===== src/rtl/tx_arb_pkg.sv =====
package tx_arb_pkg;

  localparam int N_SRC = 8;

  typedef enum logic [3:0] {
    BLK_CC      = 4'd0,
    BLK_NR      = 4'd1,
    BLK_CB      = 4'd2,
    BLK_NFC     = 4'd3,
    BLK_UFC_HDR = 4'd4,
    BLK_UFC_DAT = 4'd5,
    BLK_UKB     = 4'd6,
    BLK_DATA    = 4'd7,
    BLK_IDLE    = 4'd8
  } blk_e;

  // Map a source rank onto the block kind; the user flow control rank
  // splits into header or data block depending on whether a message is open.
  function automatic blk_e src_to_blk(input int idx, input logic ufc_open);
    case (idx)
      0:       return BLK_CC;
      1:       return BLK_NR;
      2:       return BLK_CB;
      3:       return BLK_NFC;
      4:       return ufc_open ? BLK_UFC_DAT : BLK_UFC_HDR;
      5:       return BLK_UKB;
      6:       return BLK_DATA;
      default: return BLK_IDLE;
    endcase
  endfunction

endpackage


===== src/rtl/tx_arb_pause.sv =====
module tx_arb_pause #(
  parameter int PAUSE_W = 8
) (
  input  logic               clk,
  input  logic               rst,
  input  logic               tick,
  input  logic               load,
  input  logic [PAUSE_W-1:0] pause_val,
  output logic               hold
);
  localparam logic [PAUSE_W-1:0] XOFF = {PAUSE_W{1'b1}};

  logic [PAUSE_W-1:0] cnt;

  always_ff @(posedge clk) begin
    if (rst) begin
      cnt <= '0;
    end else if (tick) begin
      if (load)
        cnt <= pause_val;
      else if (cnt != '0 && cnt != XOFF)
        cnt <= cnt - 1'b1;
    end
  end

  assign hold = (cnt != '0);

  // an indefinite pause survives every slot without a new load
  assert_xoff_sticky_R7: assert property (@(posedge clk) disable iff (rst)
    (tick && !load && cnt == XOFF) |=> (cnt == XOFF));

  // a running pause never jumps upward without a load
  assert_pause_down_R5: assert property (@(posedge clk) disable iff (rst)
    (!load) |=> (cnt <= $past(cnt)));

endmodule


===== src/rtl/tx_arb_ufc.sv =====
module tx_arb_ufc #(
  parameter int LEN_W   = 8,
  parameter int BLK_OCT = 8
) (
  input  logic             clk,
  input  logic             rst,
  input  logic             tick,
  input  logic             hdr_go,
  input  logic             dat_go,
  input  logic [LEN_W-1:0] len_m1,
  output logic             busy
);
  localparam int OCT_SH = $clog2(BLK_OCT);
  localparam int REM_W  = LEN_W - OCT_SH + 1;

  logic [REM_W-1:0] remain;

  always_ff @(posedge clk) begin
    if (rst) begin
      remain <= '0;
    end else if (tick) begin
      if (hdr_go)
        remain <= REM_W'(len_m1 >> OCT_SH) + REM_W'(1);
      else if (dat_go)
        remain <= remain - 1'b1;
    end
  end

  assign busy = (remain != '0);

  // a data block is only taken while a message is open
  assert_dat_in_msg_R8: assert property (@(posedge clk) disable iff (rst)
    (tick && dat_go) |-> busy);

  // a slot taken by another source leaves the remaining count intact
  assert_ufc_resume_R9: assert property (@(posedge clk) disable iff (rst)
    (tick && !hdr_go && !dat_go) |=> $stable(remain));

endmodule


===== src/rtl/tx_arb_prio.sv =====
module tx_arb_prio #(
  parameter int N = 8
) (
  input  logic [N-1:0] req,
  output logic [N-1:0] gnt
);
  logic [N:0] seen;

  assign seen[0] = 1'b0;

  for (genvar i = 0; i < N; i++) begin : g_rank
    assign seen[i+1] = seen[i] | req[i];
    assign gnt[i]    = req[i] & ~seen[i];
  end

endmodule


===== src/rtl/tx_blk_arbiter.sv =====
module tx_blk_arbiter
  import tx_arb_pkg::*;
#(
  parameter int PAUSE_W   = 8,
  parameter int LEN_W     = 8,
  parameter int BLK_OCT   = 8,
  parameter int KT_W      = 4,
  parameter int UKB_TYPES = 9
) (
  input  logic               clk,
  input  logic               rst,
  input  logic               slot_tick,
  input  logic               cc_req,
  input  logic               nr_req,
  input  logic               cb_req,
  input  logic               nfc_req,
  input  logic [PAUSE_W-1:0] nfc_pause,
  input  logic               ufc_req,
  input  logic [LEN_W-1:0]   ufc_len,
  input  logic               ukb_req,
  input  logic [KT_W-1:0]    ukb_type,
  input  logic               data_req,
  output logic [N_SRC-1:0]   grant,
  output logic [3:0]         blk_sel
);
  localparam logic [KT_W-1:0] UKB_LIM = KT_W'(UKB_TYPES);

  logic             pause_hold;
  logic             ufc_busy;
  logic             data_hold;
  logic [N_SRC-1:0] req_vec;
  logic [N_SRC-1:0] gnt_nxt;
  blk_e             sel_nxt;
  logic [N_SRC-1:0] grant_q;
  blk_e             sel_q;

  assign data_hold = pause_hold | ufc_busy;

  always_comb begin
    req_vec    = '0;
    req_vec[0] = cc_req;
    req_vec[1] = nr_req;
    req_vec[2] = cb_req;
    req_vec[3] = nfc_req;
    req_vec[4] = ufc_req | ufc_busy;
    req_vec[5] = ukb_req & (ukb_type < UKB_LIM);
    req_vec[6] = data_req & ~data_hold;
    req_vec[7] = 1'b1;
  end

  tx_arb_prio #(.N(N_SRC)) u_prio (
    .req (req_vec),
    .gnt (gnt_nxt)
  );

  always_comb begin
    sel_nxt = BLK_IDLE;
    for (int i = N_SRC - 1; i >= 0; i--)
      if (gnt_nxt[i]) sel_nxt = src_to_blk(i, ufc_busy);
  end

  tx_arb_pause #(.PAUSE_W(PAUSE_W)) u_pause (
    .clk       (clk),
    .rst       (rst),
    .tick      (slot_tick),
    .load      (gnt_nxt[3]),
    .pause_val (nfc_pause),
    .hold      (pause_hold)
  );

  tx_arb_ufc #(.LEN_W(LEN_W), .BLK_OCT(BLK_OCT)) u_ufc (
    .clk    (clk),
    .rst    (rst),
    .tick   (slot_tick),
    .hdr_go (gnt_nxt[4] & ~ufc_busy),
    .dat_go (gnt_nxt[4] & ufc_busy),
    .len_m1 (ufc_len),
    .busy   (ufc_busy)
  );

  always_ff @(posedge clk) begin
    if (rst) begin
      grant_q <= N_SRC'(1) << (N_SRC - 1);
      sel_q   <= BLK_IDLE;
    end else if (slot_tick) begin
      grant_q <= gnt_nxt;
      sel_q   <= sel_nxt;
    end
  end

  assign grant   = grant_q;
  assign blk_sel = sel_q;

  // exactly one source owns every slot
  assert_grant_onehot_R3: assert property (@(posedge clk) disable iff (rst)
    $onehot(grant_q));

  // no change between slot ticks
  assert_hold_between_R3: assert property (@(posedge clk) disable iff (rst)
    (!slot_tick) |=> ($stable(grant_q) && $stable(sel_q)));

  // clock compensation always wins its slot
  assert_cc_first_R2: assert property (@(posedge clk) disable iff (rst)
    (slot_tick && cc_req) |=> (grant_q[0] && sel_q == BLK_CC));

  // nothing pending means idle
  assert_idle_fill_R4: assert property (@(posedge clk) disable iff (rst)
    (slot_tick && !cc_req && !nr_req && !cb_req && !nfc_req && !ufc_req
     && !ufc_busy && !ukb_req && !data_req) |=> grant_q[7]);

  // frame data never goes out while a countdown holds it
  assert_no_data_in_hold_R5: assert property (@(posedge clk) disable iff (rst)
    (slot_tick && data_hold) |=> !grant_q[6]);

  // an out-of-range K-block type never earns a grant
  assert_ukb_range_R10: assert property (@(posedge clk) disable iff (rst)
    (slot_tick && ukb_type >= UKB_LIM) |=> !grant_q[5]);

endmodule


===== config.mk =====
export PLATFORM = sky130hd
export DESIGN_NAME = tx_blk_arbiter
export DESIGN_NICKNAME = d
export VERILOG_FILES = /design/src/rtl/tx_arb_pkg.sv /design/src/rtl/tx_arb_pause.sv /design/src/rtl/tx_arb_ufc.sv /design/src/rtl/tx_arb_prio.sv /design/src/rtl/tx_blk_arbiter.sv
export SDC_FILE = /design/constraint.sdc
export NUM_CORES = 1
export LEC_CHECK = 0
export BUFFER_PORTS_ARGS = -buffer_cell sky130_fd_sc_hd__buf_2
export CORE_MARGIN = 1.5
export CORE_UTILIZATION = 52
export CTS_CLUSTER_DIAMETER = 120
export CTS_CLUSTER_SIZE = 25
export DETAILED_ROUTE_END_ITERATION = 6
export PLACE_DENSITY = 0.87
export REMOVE_ABC_BUFFERS = 1
export SLEW_MARGIN = 20
export SYNTH_ARGS = -nofsm -noshare
export SYNTH_HDL_FRONTEND = slang
export SYNTH_SLANG_ARGS = --single-unit

===== constraint.sdc =====
create_clock -name clk -period 2.6 [get_ports clk]
set_input_delay 0.65 -clock clk [delete_from_list [all_inputs] [get_ports clk]]
set_output_delay 0.65 -clock clk [all_outputs]
set_load 0.01 [all_outputs]

# After elaboration in Yosys (flattened, before gate mapping)
# Cells that the tools add are included.
# totals
word_cells	55
inputBits	30
mem_bits_ro	0
reg_bits	26
ramBits	0
latchBits	0
out_inout_bits	12
mem_count	0
# classes
n_mul	0
shifts	0
n_div	0
magnitude_cmp	1
mux	12
bitwise	27
add_sub_neg	3
n_reduce_logical	7
n_eq_ne	1
# op_table
cell	count
4-bit two-way mux	7
8-bit two-way mux	2
6-bit two-way mux	2
1-bit AND	10
1-bit NOT	9
8-bit != test, second input constant	1
1-bit bitwise OR	8
8-bit nonzero test	1
8-bit by 1-bit subtractor with 8-bit output, second input constant	1
5-bit by 1-bit adder with 6-bit output, second input constant	1
6-bit nonzero test	1
6-bit by 1-bit subtractor with 6-bit output, second input constant	1
4-bit < comparator, second input constant	1
2-bit AND reduction	2
2-bit nonzero test	2
1-bit logical AND	1
1-bit two-way mux	1

# Longest topological paths before layout
# depth
ltp_word	14
mapped_depth	7
depth_no_buf	7

# Modules after synthesis
# A second synthesis with hierarchy kept.
# hier_totals
cells_unflattened	197
area_unflattened_um2	1707.9
# modules_own_cells
module	seq_area_each_um2	area_per_inst_um2	instances	cells_each
tx_arb_pause	160.2	615.6	1	75
tx_blk_arbiter	240.2	541.8	1	56
tx_arb_ufc	120.1	466.7	1	55
tx_arb_prio	0.0	83.8	1	11

# Least setup slack after synthesis
# OpenSTA, ideal clock, no wires.
# synth_timing
kind	in2reg
from	in cc_req
to	reg u_ufc.remain[0]
required_ns	2.529
n_path_buf	0
arrival_ns	1.979
cell_stages	5
slack_ns	0.550
setup_time_ns	0.071
path_cell_list	or4_1 > nor2_1 > o21ai_1 > a211o_1 > a21oi_1
# synth_between
elab_chain_len	8
elab_cells_between_ends	10
classes_between	1 x mux; 7 x bitwise; 2 x reduce/logical
# synth_rtl
element	line	source
start: declaration	tx_blk_arbiter.sv:13	input logic cc_req,
1-bit bitwise OR (*) (3 in series)	tx_arb_prio.sv:12	assign seen[i+1] = seen[i] | req[i];
1-bit NOT (*)	tx_arb_prio.sv:13	assign gnt[i] = req[i] & ~seen[i];
1-bit AND (*)	tx_arb_prio.sv:13	
1-bit AND, on equally long branches	tx_blk_arbiter.sv:76, tx_blk_arbiter.sv:75	
2-bit nonzero test (no line)	-	
2-bit AND reduction (no line)	-	
end signal: assignment	tx_arb_ufc.sv:23	remain <= REM_W'(len_m1 >> OCT_SH) + REM_W'(1);
end signal: assignment	tx_arb_ufc.sv:25	remain <= remain - 1'b1;
end: declaration	tx_arb_ufc.sv:16	logic [REM_W-1:0] remain;
# Every way passes the cells marked *; elsewhere a longest branch is shown, timed or not.
# A chain may end at the register's enable or synchronous reset.

# Worst setup path in the final report
# layout_timing
from	reg u_pause.cnt[2]
to	reg grant_q[6] (netlist: grant[6])
# layout_between
elab_chain_len	5
# layout_rtl
element	line	source
start: declaration	tx_arb_pause.sv:13	logic [PAUSE_W-1:0] cnt;
start signal: assignment	tx_arb_pause.sv:20	cnt <= pause_val;
start signal: assignment	tx_arb_pause.sv:22	cnt <= cnt - 1'b1;
8-bit nonzero test	tx_arb_pause.sv:26	assign hold = (cnt != '0);
1-bit bitwise OR	tx_blk_arbiter.sv:37	assign data_hold = pause_hold | ufc_busy;
1-bit NOT	tx_blk_arbiter.sv:47	req_vec[6] = data_req & ~data_hold;
1-bit AND	tx_blk_arbiter.sv:47	
1-bit AND	tx_arb_prio.sv:13	
end signal: assignment	tx_blk_arbiter.sv:83	grant_q <= N_SRC'(1) << (N_SRC - 1);
end signal: assignment	tx_blk_arbiter.sv:86	grant_q <= gnt_nxt;
end: declaration	tx_blk_arbiter.sv:34	logic [N_SRC-1:0] grant_q;
# No other way between the ends.

==> impl_metrics.ini <==
[yosys]
ys_async_sr_fraction = 0
synth.distinct_cells = 58
synth.top_cells.by_area = dfxtp_1, a21oi_1, ha_1
ys_warn_count = 0
synth_top_area_share = 0.330
syn-cell-area_um2 = 1580
synth-seq-area-share = 0.330
synth-edff-count = 0
yosysTopAreaCell = dfxtp_1
synthCells = 199
synthFlopType = dfxtp_1
synth_seq_cells = 26
syn_area_per_cell_um2 = 7.93

[clock_tree]
clock_latency_ns = 0.33
ctsHoldBuffers = 0
post_cts_buffers = 0
numCtsBuffers = 3
cts_tree = yes
cts_resized = 0
clockBufferDepth = 2
clkSinkCount = 26
cts-root-buf = clkbuf_4
htree_num_levels = 1
path_clk_slew_ns = 0.14

[global_route]
grt_use_total = 0.240
antenna_found_initial = 0
grt_max_degree = 27
grt_pass1_wl_mm = 6.43
grt_pass1_vias = 1470
overflow = 0

[routing]
vias = 1699
ant_nets = 0
route.detailed.drc = 0
first_pass_iters = 6
drtIter0Drc = 64
wirelength_mm = 3.83
vias_per_cell = 6.32
wl_per_cell_um = 14.2

[timing]
timing.final.crit_period_ns = 2.21
hold_viol = 0
slew_headroom = 0.604
rsz0062_at_grt = no
period_share = 0.850
clock.fmax_mhz = 453
worst_pin_slew_ns = 0.590
drv_slew = 0
setup_viol = 0
finClkSkew_ns = 0.00455
whs_ns = 0.467

[die]
dieArea_um2 = 3380
initial_utilization = 0.558
die_h_um = 58.1
rows = 19
die_x_um = 58.1
core_area_um2 = 2830
ios = 42

[status]
outcome = finished clean

[power_and_ir_drop]
power_frac_comb = 0.438
clkPwrFrac = 0.144
ir_drop_mv = 0.377
p_int_uw = 752
power.switching_uw = 478
seqPwrFrac = 0.418
netSwitchingFraction = 0.389
leakagePower_uw = 0.000796
p_per_area_nw_per_um2 = 665

[flow_run]
cap_violations = 0

[layout]
layout-drive-gt1-share = 0.239
n_fill_cell = 267
final_cell_mix = buf_2, dfxtp_1, a21oi_1
nNetsFinal = 276
diodes = 0
multiInputGateArea_um2 = 996
regArea_um2 = 520
final_common_cell = buf_2
final_cells = 269
syn_to_final_growth_pct = 17.2

[critical_path]
worstPathMaxFanout = 8
cp-end-kind = flop
cp.arrival_ns = 2.48
crit_type = reg2reg
worstSetupStartpointType = flop
critical_path_required_ns = 2.87

[place]
place_hpwl_mm = 2.86
numPortBuffers = 38
gp_congestion = 0.920
place_inst = 266

[hold_path]
hold_class = reg2reg
[critical path: stages, from the launching register on]
cell	delay [ns]
dfxtp_1	0.40
or4_4	0.61
nor3_4	0.32
nand3_2	0.15
or4_1	0.52
a21oi_1	0.15
[metal layers]
| metal | part of all wire | vias to the layer above | track usage | routed length [um] |
|---|---|---|---|---|
| li1 | - | 836 | - | - |
| met1 | 0.50 | 798 | 0.350 | 1910 |
| met2 | 0.44 | 59 | 0.369 | 1670 |
| met3 | 0.053 | 6 | 0.0313 | 203 |
| met4 | 0.013 | 0 | 0.0731 | 51 |
| met5 | 0 | - | 0 | 0 |
[synthesized netlist by cell type, types with 2 or more instances]
cell type	instances
xnor2_1	2
nor4_1	3
o21ai_0	11
o31ai_1	2
or4_1	3
nand2_1	20
a22oi_1	4
ha_1	6
a21oi_1	21
nand3_1	7
nor2b_1	3
and3_1	3
or3_1	3
o311ai_0	3
nor2_1	15
o32ai_1	4
nor4b_1	2
nand4_1	4
nor3_1	3
nand2b_1	2
o211ai_1	2
dfxtp_1	26
inv_1	9
clkbuf_1	6
and2_1	2
[layout make-up]
type / count / share of cell area
clock buffers: 3 / 0.0122
inverters: 10 / 0.0203
multi-input cells: 155 / 0.538
flip-flops and latches: 26 / 0.281
well taps: 31 / 0.0210
repair buffers: 44 / 0.127
[sequential cells by signal, summed over array words and instances (netlist names)]
name          cells
grant             8
u_pause.cnt       8
u_ufc.remain      6
blk_sel           4
[through the flow]
step | setup TNS [ns] | util | area (um2) | worst slack [ns] | total power [uW]
after global placement | 0 | 0.646 | 1830 | 0.319 | 1040
final | 0 | 0.654 | 1850 | 0.391 | 1230
after floorplan | -0.0378 | - | 1550 | -0.0378 | 911
after CTS | 0 | 0.654 | 1850 | 0.402 | 1230
after global routing | 0 | 0.654 | 1850 | 0.289 | 1320
after detailed placement | 0 | 0.646 | 1830 | 0.262 | 1050
[path summary, 6_finish.rpt]
| path | from | end | slack [ns] | depth (start not counted) |
|---|---|---|---|---|
| worst max-delay path | u_pause.cnt[2] | grant[6] | 0.39 | 5 |
| worst min-delay path | grant[6] | grant[6] | 0.47 | 2 |
| worst max register to register | u_pause.cnt[2] | grant[6] | 0.39 | 5 |
| worst min register to register | grant[6] | grant[6] | 0.47 | 2 |
[power by group through the flow]
stage	clock [uW]	sequential (uW)	combinational, uW
after CTS	181	511	535
after floorplan	0	508	403
after global routing	194	520	610
after global placement	0	519	523
final	177	514	539
after detailed placement	0	520	532
[cell families (layout without fill, tap and decap cells)]
group | count (synthesis) | count (layout) | share of synthesized area
xor+xnor | 3 | 3 | 0.0166
fa+ha+maj | 6 | 6 | 0.0475
buf+inv | 18 | 57 | 0.0436
compound gates | 64 | 64 | 0.271
mux | 1 | 1 | 0.00634
simple gates | 81 | 81 | 0.285
flops | 26 | 26 | 0.330
No activity file was read; power rests on OpenSTA's default activity.
